[src/rtl/intc_pkg.sv]
package intc_pkg;
  localparam int REG_AW = 4;
  localparam logic [REG_AW-1:0] RA_BASE  = 4'd8;
  localparam logic [REG_AW-1:0] RA_FM0   = 4'd9;
  localparam logic [REG_AW-1:0] RA_FM1   = 4'd10;
  localparam logic [REG_AW-1:0] RA_FA0LO = 4'd11;
  localparam logic [REG_AW-1:0] RA_FA0HI = 4'd12;
  localparam logic [REG_AW-1:0] RA_FA1LO = 4'd13;
  localparam logic [REG_AW-1:0] RA_FA1HI = 4'd14;

  // strobes from control to datapath
  typedef struct packed {
    logic loadVec;
    logic ackTake;
  } ctrlStrb_t;
endpackage

[src/rtl/intc_regfile.sv]
module intc_regfile
  import intc_pkg::*;
#(
  parameter int NUM_SRC = 16,
  parameter int VEC_W   = 8,
  parameter int BASE_W  = 12,
  parameter int LO_W    = 16,
  parameter int HI_W    = 5
) (
  input  logic                    clk,
  input  logic                    rstN,
  input  logic                    regWrEn,
  input  logic [REG_AW-1:0]       regAddr,
  input  logic [15:0]             regWrData,
  output logic [15:0]             regRdData,
  output logic [2*NUM_SRC-1:0]    priFlat,
  output logic [BASE_W-1:0]       baseReg,
  output logic [VEC_W-1:0]        fm0,
  output logic [VEC_W-1:0]        fm1,
  output logic [HI_W+LO_W-1:0]    fa0,
  output logic [HI_W+LO_W-1:0]    fa1
);
  localparam int NPRI = (2*NUM_SRC + 15) / 16;

  logic [15:0]     priReg [NPRI];
  logic [LO_W-1:0] fa0Lo, fa1Lo;
  logic [HI_W-1:0] fa0Hi, fa1Hi;

  always_ff @(posedge clk) begin
    if (!rstN) begin
      for (int p = 0; p < NPRI; p++) priReg[p] <= '0;
      baseReg <= '0;
      fm0     <= '1;
      fm1     <= '1;
      fa0Lo   <= '0;
      fa0Hi   <= '0;
      fa1Lo   <= '0;
      fa1Hi   <= '0;
    end else if (regWrEn) begin
      for (int p = 0; p < NPRI; p++)
        if (regAddr == REG_AW'(p)) priReg[p] <= regWrData;
      case (regAddr)
        RA_BASE:  baseReg <= regWrData[BASE_W-1:0];
        RA_FM0:   fm0     <= regWrData[VEC_W-1:0];
        RA_FM1:   fm1     <= regWrData[VEC_W-1:0];
        RA_FA0LO: fa0Lo   <= regWrData[LO_W-1:0];
        RA_FA0HI: fa0Hi   <= regWrData[HI_W-1:0];
        RA_FA1LO: fa1Lo   <= regWrData[LO_W-1:0];
        RA_FA1HI: fa1Hi   <= regWrData[HI_W-1:0];
        default: ;
      endcase
    end
  end

  always_comb begin
    regRdData = '0;
    for (int p = 0; p < NPRI; p++)
      if (regAddr == REG_AW'(p)) regRdData = priReg[p];
    case (regAddr)
      RA_BASE:  regRdData = 16'(baseReg);
      RA_FM0:   regRdData = 16'(fm0);
      RA_FM1:   regRdData = 16'(fm1);
      RA_FA0LO: regRdData = 16'(fa0Lo);
      RA_FA0HI: regRdData = 16'(fa0Hi);
      RA_FA1LO: regRdData = 16'(fa1Lo);
      RA_FA1HI: regRdData = 16'(fa1Hi);
      default: ;
    endcase
  end

  // eight 2-bit fields per 16-bit priority register
  for (genvar i = 0; i < NUM_SRC; i++) begin : g_field
    assign priFlat[2*i +: 2] = priReg[i/8][2*(i%8) +: 2];
  end

  assign fa0 = {fa0Hi, fa0Lo};
  assign fa1 = {fa1Hi, fa1Lo};
endmodule

[src/rtl/intc_datapath.sv]
module intc_datapath
  import intc_pkg::*;
#(
  parameter int                 NUM_SRC  = 16,
  parameter int                 VEC_W    = 8,
  parameter int                 ADDR_W   = 21,
  parameter int                 BASE_W   = 12,
  parameter logic [NUM_SRC-1:0] EDGE_SRC = 16'h00FF
) (
  input  logic                 clk,
  input  logic                 rstN,
  input  logic [NUM_SRC-1:0]   irqIn,
  input  logic [1:0]           maskLevel,
  input  logic                 lowPower,
  input  ctrlStrb_t            strb,
  input  logic [2*NUM_SRC-1:0] priFlat,
  input  logic [BASE_W-1:0]    baseReg,
  input  logic [VEC_W-1:0]     fm0,
  input  logic [VEC_W-1:0]     fm1,
  input  logic [ADDR_W-1:0]    fa0,
  input  logic [ADDR_W-1:0]    fa1,
  output logic                 anyWin,
  output logic [VEC_W-1:0]     vecNumQ,
  output logic [ADDR_W-1:0]    vecAddrQ,
  output logic                 vecFastQ,
  output logic                 wakeOut
);
  localparam int SRC_IW = (NUM_SRC > 1) ? $clog2(NUM_SRC) : 1;

  logic [NUM_SRC-1:0] irqPrev, pend, pendNext, enabledVec, enSnap;
  logic [VEC_W-1:0]   winIdx;
  logic [1:0]         winLvl, vecLvlQ;
  logic               hit0, hit1;
  logic [ADDR_W-1:0]  nextAddr;

  for (genvar g = 0; g < NUM_SRC; g++) begin : g_src
    assign enabledVec[g] = (priFlat[2*g +: 2] != 2'd0);
    if (EDGE_SRC[g]) begin : g_edge
      assign pendNext[g] = (irqIn[g] & ~irqPrev[g]) |
                           (pend[g] & ~(strb.ackTake && vecNumQ == VEC_W'(g)));
    end else begin : g_level
      assign pendNext[g] = irqIn[g];
    end
  end

  // highest level wins; scanning downward keeps the lowest index on a tie
  always_comb begin
    logic [1:0] lvl;
    winLvl = 2'd0;
    winIdx = '0;
    anyWin = 1'b0;
    for (int i = NUM_SRC - 1; i >= 0; i--) begin
      lvl = priFlat[2*i +: 2];
      if (pend[i] && lvl != 2'd0 && lvl >= maskLevel && lvl >= winLvl) begin
        winLvl = lvl;
        winIdx = VEC_W'(i);
        anyWin = 1'b1;
      end
    end
  end

  assign hit0 = (winLvl == 2'd2) && (winIdx == fm0);
  assign hit1 = (winLvl == 2'd2) && (winIdx == fm1);
  assign nextAddr = hit0 ? fa0 : (hit1 ? fa1 : {baseReg, winIdx, 1'b0});

  always_ff @(posedge clk) begin
    if (!rstN) begin
      irqPrev  <= '0;
      pend     <= '0;
      enSnap   <= '0;
      vecNumQ  <= '0;
      vecAddrQ <= '0;
      vecFastQ <= 1'b0;
      vecLvlQ  <= 2'd0;
    end else begin
      irqPrev <= irqIn;
      pend    <= pendNext;
      if (!lowPower) enSnap <= enabledVec;
      if (strb.loadVec) begin
        vecNumQ  <= winIdx;
        vecAddrQ <= nextAddr;
        vecFastQ <= hit0 | hit1;
        vecLvlQ  <= winLvl;
      end
    end
  end

  assign wakeOut = lowPower & |(pend & enSnap);

  assert_load_permitted_R3: assert property (@(posedge clk) disable iff (!rstN)
    strb.loadVec |=> (vecLvlQ != 2'd0 && vecLvlQ >= $past(maskLevel)));

  assert_normal_addr_R5: assert property (@(posedge clk) disable iff (!rstN)
    (strb.loadVec && winLvl != 2'd2) |=>
      (vecAddrQ == {$past(baseReg), vecNumQ, 1'b0} && !vecFastQ));

  assert_fast0_first_R6: assert property (@(posedge clk) disable iff (!rstN)
    (strb.loadVec && winLvl == 2'd2 && winIdx == fm0) |=>
      (vecAddrQ == $past(fa0) && vecFastQ));

  assert_edge_clear_R8: assert property (@(posedge clk) disable iff (!rstN)
    (strb.ackTake && EDGE_SRC[vecNumQ[SRC_IW-1:0]] && !irqIn[vecNumQ[SRC_IW-1:0]])
      |=> !pend[$past(vecNumQ[SRC_IW-1:0])]);
endmodule

[src/rtl/intc_ctrl.sv]
module intc_ctrl
  import intc_pkg::*;
(
  input  logic      clk,
  input  logic      rstN,
  input  logic      anyWin,
  input  logic      ackIn,
  output logic      vecValid,
  output ctrlStrb_t strb
);
  assign strb.loadVec = !vecValid && anyWin;
  assign strb.ackTake = vecValid && ackIn;

  always_ff @(posedge clk) begin
    if (!rstN)             vecValid <= 1'b0;
    else if (strb.loadVec) vecValid <= 1'b1;
    else if (strb.ackTake) vecValid <= 1'b0;
  end
endmodule

[src/rtl/intc_top.sv]
module intc_top
  import intc_pkg::*;
#(
  parameter int                 NUM_SRC  = 16,
  parameter int                 VEC_W    = 8,
  parameter int                 ADDR_W   = 21,
  parameter int                 LO_W     = 16,
  parameter logic [NUM_SRC-1:0] EDGE_SRC = 16'h00FF
) (
  input  logic               clk,
  input  logic               rstN,
  input  logic [NUM_SRC-1:0] irqIn,
  input  logic [1:0]         maskLevel,
  input  logic               lowPower,
  input  logic               ackIn,
  input  logic               regWrEn,
  input  logic [REG_AW-1:0]  regAddr,
  input  logic [15:0]        regWrData,
  output logic [15:0]        regRdData,
  output logic               vecValid,
  output logic [VEC_W-1:0]   vecNum,
  output logic [ADDR_W-1:0]  vecAddr,
  output logic               vecFast,
  output logic               wakeOut
);
  localparam int HI_W   = ADDR_W - LO_W;
  localparam int BASE_W = ADDR_W - VEC_W - 1;

  ctrlStrb_t            strb;
  logic [2*NUM_SRC-1:0] priFlat;
  logic [BASE_W-1:0]    baseReg;
  logic [VEC_W-1:0]     fm0, fm1;
  logic [ADDR_W-1:0]    fa0, fa1;
  logic                 anyWin;

  intc_regfile #(.NUM_SRC(NUM_SRC), .VEC_W(VEC_W), .BASE_W(BASE_W),
                 .LO_W(LO_W), .HI_W(HI_W)) regs_i (
    .clk(clk), .rstN(rstN), .regWrEn(regWrEn), .regAddr(regAddr),
    .regWrData(regWrData), .regRdData(regRdData), .priFlat(priFlat),
    .baseReg(baseReg), .fm0(fm0), .fm1(fm1), .fa0(fa0), .fa1(fa1));

  intc_datapath #(.NUM_SRC(NUM_SRC), .VEC_W(VEC_W), .ADDR_W(ADDR_W),
                  .BASE_W(BASE_W), .EDGE_SRC(EDGE_SRC)) dp_i (
    .clk(clk), .rstN(rstN), .irqIn(irqIn), .maskLevel(maskLevel),
    .lowPower(lowPower), .strb(strb), .priFlat(priFlat), .baseReg(baseReg),
    .fm0(fm0), .fm1(fm1), .fa0(fa0), .fa1(fa1), .anyWin(anyWin),
    .vecNumQ(vecNum), .vecAddrQ(vecAddr), .vecFastQ(vecFast),
    .wakeOut(wakeOut));

  intc_ctrl ctrl_i (
    .clk(clk), .rstN(rstN), .anyWin(anyWin), .ackIn(ackIn),
    .vecValid(vecValid), .strb(strb));

  assert_hold_vector_R7: assert property (@(posedge clk) disable iff (!rstN)
    (vecValid && !ackIn) |=>
      (vecValid && $stable(vecNum) && $stable(vecAddr) && $stable(vecFast)));
endmodule

[config.mk]
export PLATFORM = sky130hd
export DESIGN_NAME = intc_top
export DESIGN_NICKNAME = d
export VERILOG_FILES = /design/src/rtl/intc_pkg.sv /design/src/rtl/intc_regfile.sv /design/src/rtl/intc_datapath.sv /design/src/rtl/intc_ctrl.sv /design/src/rtl/intc_top.sv
export SDC_FILE = /design/constraint.sdc
export NUM_CORES = 1
export LEC_CHECK = 0
export BUFFER_PORTS_ARGS = -buffer_cell sky130_fd_sc_hd__buf_2
export CORE_ASPECT_RATIO = 1.1
export CORE_MARGIN = 5
export CORE_UTILIZATION = 40
export DETAILED_ROUTE_END_ITERATION = 16
export GPL_TIMING_DRIVEN = 0
export PLACE_DENSITY_LB_ADDON = 0.2
export SYNTH_ARGS = -nofsm -noshare
export SYNTH_HDL_FRONTEND = slang
export SYNTH_SLANG_ARGS = --single-unit
export TNS_END_PERCENT = 100
[constraint.sdc]
create_clock -name clk -period 30.3 [get_ports clk]
set_input_delay 4.545 -clock clk [delete_from_list [all_inputs] [get_ports clk]]
set_output_delay 4.545 -clock clk [all_outputs]
set_load 0.1 [all_outputs]
==> qor.txt <==
CP max stage cell - or4_4
Fillers - 2,385
Clk sinks - 169
CTS H-tree lvls - 4
RSZ-0062 raised after global routing - no
Final nets - 1,311
P_leak - 0.00443 uW
Core outline area - 23,600 um^2
Die Height - 172 um
# setup viols final - 0
Global-route wire length before repair - 51,100 um
Outcome - complete, no violations
Multi-input gate area - 5450 um^2
Avg WL per Cell - 21.9 um
Hold WC Path Type - reg -> reg
Worst path bufs/invs - 4
Hold buffers post-CTS - 0
Clock Skew - 0.0126 ns
TNS Setup - 0 ns
TritonCTS clock tree - built
Post-CTS resize count - 0
Register Area - 3700 um^2
Switch Pwr - 245 uW
Reg power frac - 39.4%
Detailed-placement wirelength estimate - 26,000 um
Initial antenna violation count - 0
Comb power frac - 26.0%
Worst-skew pair later-pin latency - 0.44 ns
Setup Crit Path Kind - in -> reg
DRC - 0
Routability cong. - 0.953
Cell mode on critical path - ha_1
Crit. End Element - flop
Vias in the first global route - 8,731
Die area - 27,000 um^2
R2r startpoint - regs_i.priReg[0][31]
Vias - 8,913
Critical Path Fanout Max - 16
Largest net degree at the start of global routing - 20
Critical Path End - dp_i.vecAddrQ[8]
Total grt overflow - 0
1st-pass router iterations - 6
Mapped cell area - 9540 um^2
Worst rel slew slack - 46.2%
Sequential fraction of the synthesis area - 38.8%
Max_cap viols - 0
Worst slew pin tran - 0.801 ns
Antenna Nets Post-Route - 0
Largest cells by area after synthesis - dfxtp_1, edfxtp_1, nand2_1
Cell with the most instances after synthesis - nand2_1
Ys async rst share - 0%
Cell taking the most area after synthesis - dfxtp_1
Iteration-0 DRC Markers - 747
Post-synth top area share - 28.7%
CP Depth - 111
Clock-pin transition on the worst setup and hold timing paths - 0.08 ns
Kind of cell adding the most delay to the critical path - simple AND/OR/NAND/NOR gates
FF-to-FF End - dp_i.vecAddrQ[8]
Synth Instances - 1,118
Avg Cell Area, Syn - 8.54 um^2
Post-synth EDFFs - 32
Commonest cells in the synthesized netlist - nand2_1, dfxtp_1, a21oi_1
Final wirelength - 33,700 um
Layout cells sized above 1 - 13.6%
Inserted Clock Buffers - 17
CP required - 30.66 ns
CP Launch Point - maskLevel[1]
Cell depth of the worst flop-to-flop path - 109
Post-layout minimum cycle time - 28.14 ns
Sw Ratio - 38.0%
Die width - 157 um
Synth warn - 0
Post-synth top flop - dfxtp_1
Clk pwr share - 34.5%
Clk root buf - clkbuf_16
Tot GR Track Use - 24.9%
R2R Setup Slk - 6.45 ns
Fin crit share - 92.9%
Worst VDD drop - 0.0000400 V
Total power - 645 uW
CP Data Arrival Time - 28.51 ns
PD cells - 59.1 nW/um^2
CP Launch Type - primary input
Area grow syn2layout - 14.5%
Max incr delay on CP - 0.62 ns
Slew Viols, Final - 0
Hold violation total from the final report - 0
Fmax - 35.5 MHz
Top-level port count - 91
Postcts setup bufs - 0
Via density - 5.80
Initial Util - 40.4%
Seq cells post-synth - 169
Power Internal - 400 uW
# rows - 59
Antenna cell count - 0
Netlist cell types - 94
Clk buf depth - 2
PortBufs - 78
## cells by family (layout without fill, tap and decap cells)
| kind of cell | Yosys count | after routing | share of synthesized area (%) |
|---|---|---|---|
| AOI/OAI and AO/OA | 305 | 305 | 22.6 |
| xor gates and xnor gates | 3 | 3 | 0.275 |
| adders and majority gates | 50 | 50 | 6.56 |
| buffers and inverters | 95 | 205 | 4.17 |
| DFF | 169 | 169 | 38.8 |
| muxes | 30 | 30 | 3.17 |
| other | 1 | 4 | 0.0393 |
| and+or+nand+nor | 465 | 465 | 24.4 |
## layout by cell type (no fill, tap or decap), types with 4 or more instances in the layout
| cell | instances |
|---|---|
| nand2_1 | 179 |
| dfxtp_1 | 137 |
| a21oi_1 | 94 |
| buf_2 | 81 |
| nor2_1 | 80 |
| clkbuf_1 | 52 |
| ha_1 | 50 |
| a22oi_1 | 41 |
| and2_1 | 41 |
| nand3_1 | 35 |
| nand2b_1 | 34 |
| edfxtp_1 | 32 |
| inv_1 | 30 |
| mux2i_1 | 28 |
| and3_1 | 28 |
| o21ai_0 | 24 |
| a31oi_1 | 17 |
| clkbuf_16 | 17 |
| nor3_1 | 15 |
| a22o_1 | 15 |
| o22ai_1 | 15 |
| o21ai_1 | 12 |
| a221oi_1 | 8 |
| or2_2 | 7 |
| a222oi_1 | 7 |
| a21o_1 | 7 |
| o211ai_1 | 7 |
| nor2b_1 | 6 |
| o31ai_1 | 6 |
| buf_4 | 6 |
| inv_8 | 6 |
| or3_1 | 5 |
| nand3b_1 | 4 |
| conb_1 | 4 |
## state kept, by name, indices dropped and copies added, names as in the netlist
| register | flops |
|---|---|
| regs_i.fm1 | 8 |
| dp_i.vecAddrQ | 21 |
| regs_i.baseReg | 12 |
| regs_i.fm0 | 8 |
| regs_i.fa1Lo | 16 |
| dp_i.irqPrev | 8 |
| regs_i.fa0Hi | 5 |
| dp_i.pend | 16 |
| dp_i.enSnap | 16 |
| regs_i.priReg | 32 |
| dp_i.vecFastQ | 1 |
| regs_i.fa0Lo | 16 |
| dp_i.vecNumQ | 4 |
| ctrl_i.vecValid | 1 |
| regs_i.fa1Hi | 5 |
## how the worst min path moves through the flow
stage / from / end / slack (ns) / cells after the start
after floorplan: regs_i.fa1Lo[0] / regs_i.fa1Lo[0] / 0.44 / 2
after global placement: regs_i.fa1Lo[1] / regs_i.fa1Lo[1] / 0.44 / 2
after detailed placement: regs_i.fa1Lo[0] / regs_i.fa1Lo[0] / 0.45 / 2
after CTS: regs_i.fa1Lo[0] / regs_i.fa1Lo[0] / 0.46 / 2
after global routing: regs_i.fa1Lo[0] / regs_i.fa1Lo[0] / 0.48 / 2
final: regs_i.fa1Lo[0] / regs_i.fa1Lo[0] / 0.47 / 2
## stage by stage
stage	hold WS (ns)	setup slack, ns	area, um^2	util [%]	std cells
3_3_place_gp	0.444	1.95	10300	43.7	1504
3_5_place_dp	0.450	1.80	10300	43.7	1504
6_report	0.466	2.16	10900	46.2	1536
4_1_cts	0.461	2.21	10900	46.2	1536
5_1_grt	0.479	0.333	10900	46.2	1536
2_1_floorplan	0.436	5.18	9550	-	1121
## routing by layer
metal / share of wire [%] / track usage [%] / wire (um)
met1: 42 / 31.4 / 14300
met2: 48 / 42.5 / 16200
met3: 6.2 / 4.06 / 2080
met4: 3.6 / 9.88 / 1210
met5: 0 / 0 / 0
## worst min-delay path, delay by kind of cell, from the launching register on
kind	cells	cell delay, ns
flops	1	0.32
simple gates	1	0.05
compound gates	1	0.05
## area by class of cell
type / instances / share of cell area, %
clock buffers: 17 / 3.89
multi-input cells: 857 / 49.9
repair buffers: 78 / 3.57
plain buffers: 64 / 2.58
clock inverters: 15 / 1.57
flip-flops and latches: 169 / 33.9
well taps: 305 / 3.49
inverters: 31 / 1.07
## power groups by stage
stage | Combinational [uW] | Sequential (uW) | Clock [uW]
final | 168 | 254 | 223
after global routing | 182 | 255 | 233
after global placement | 165 | 259 | 0
after detailed placement | 167 | 259 | 0
after floorplan | 102 | 276 | 0
after CTS | 167 | 254 | 224
(Power assumes the default switching activity.)
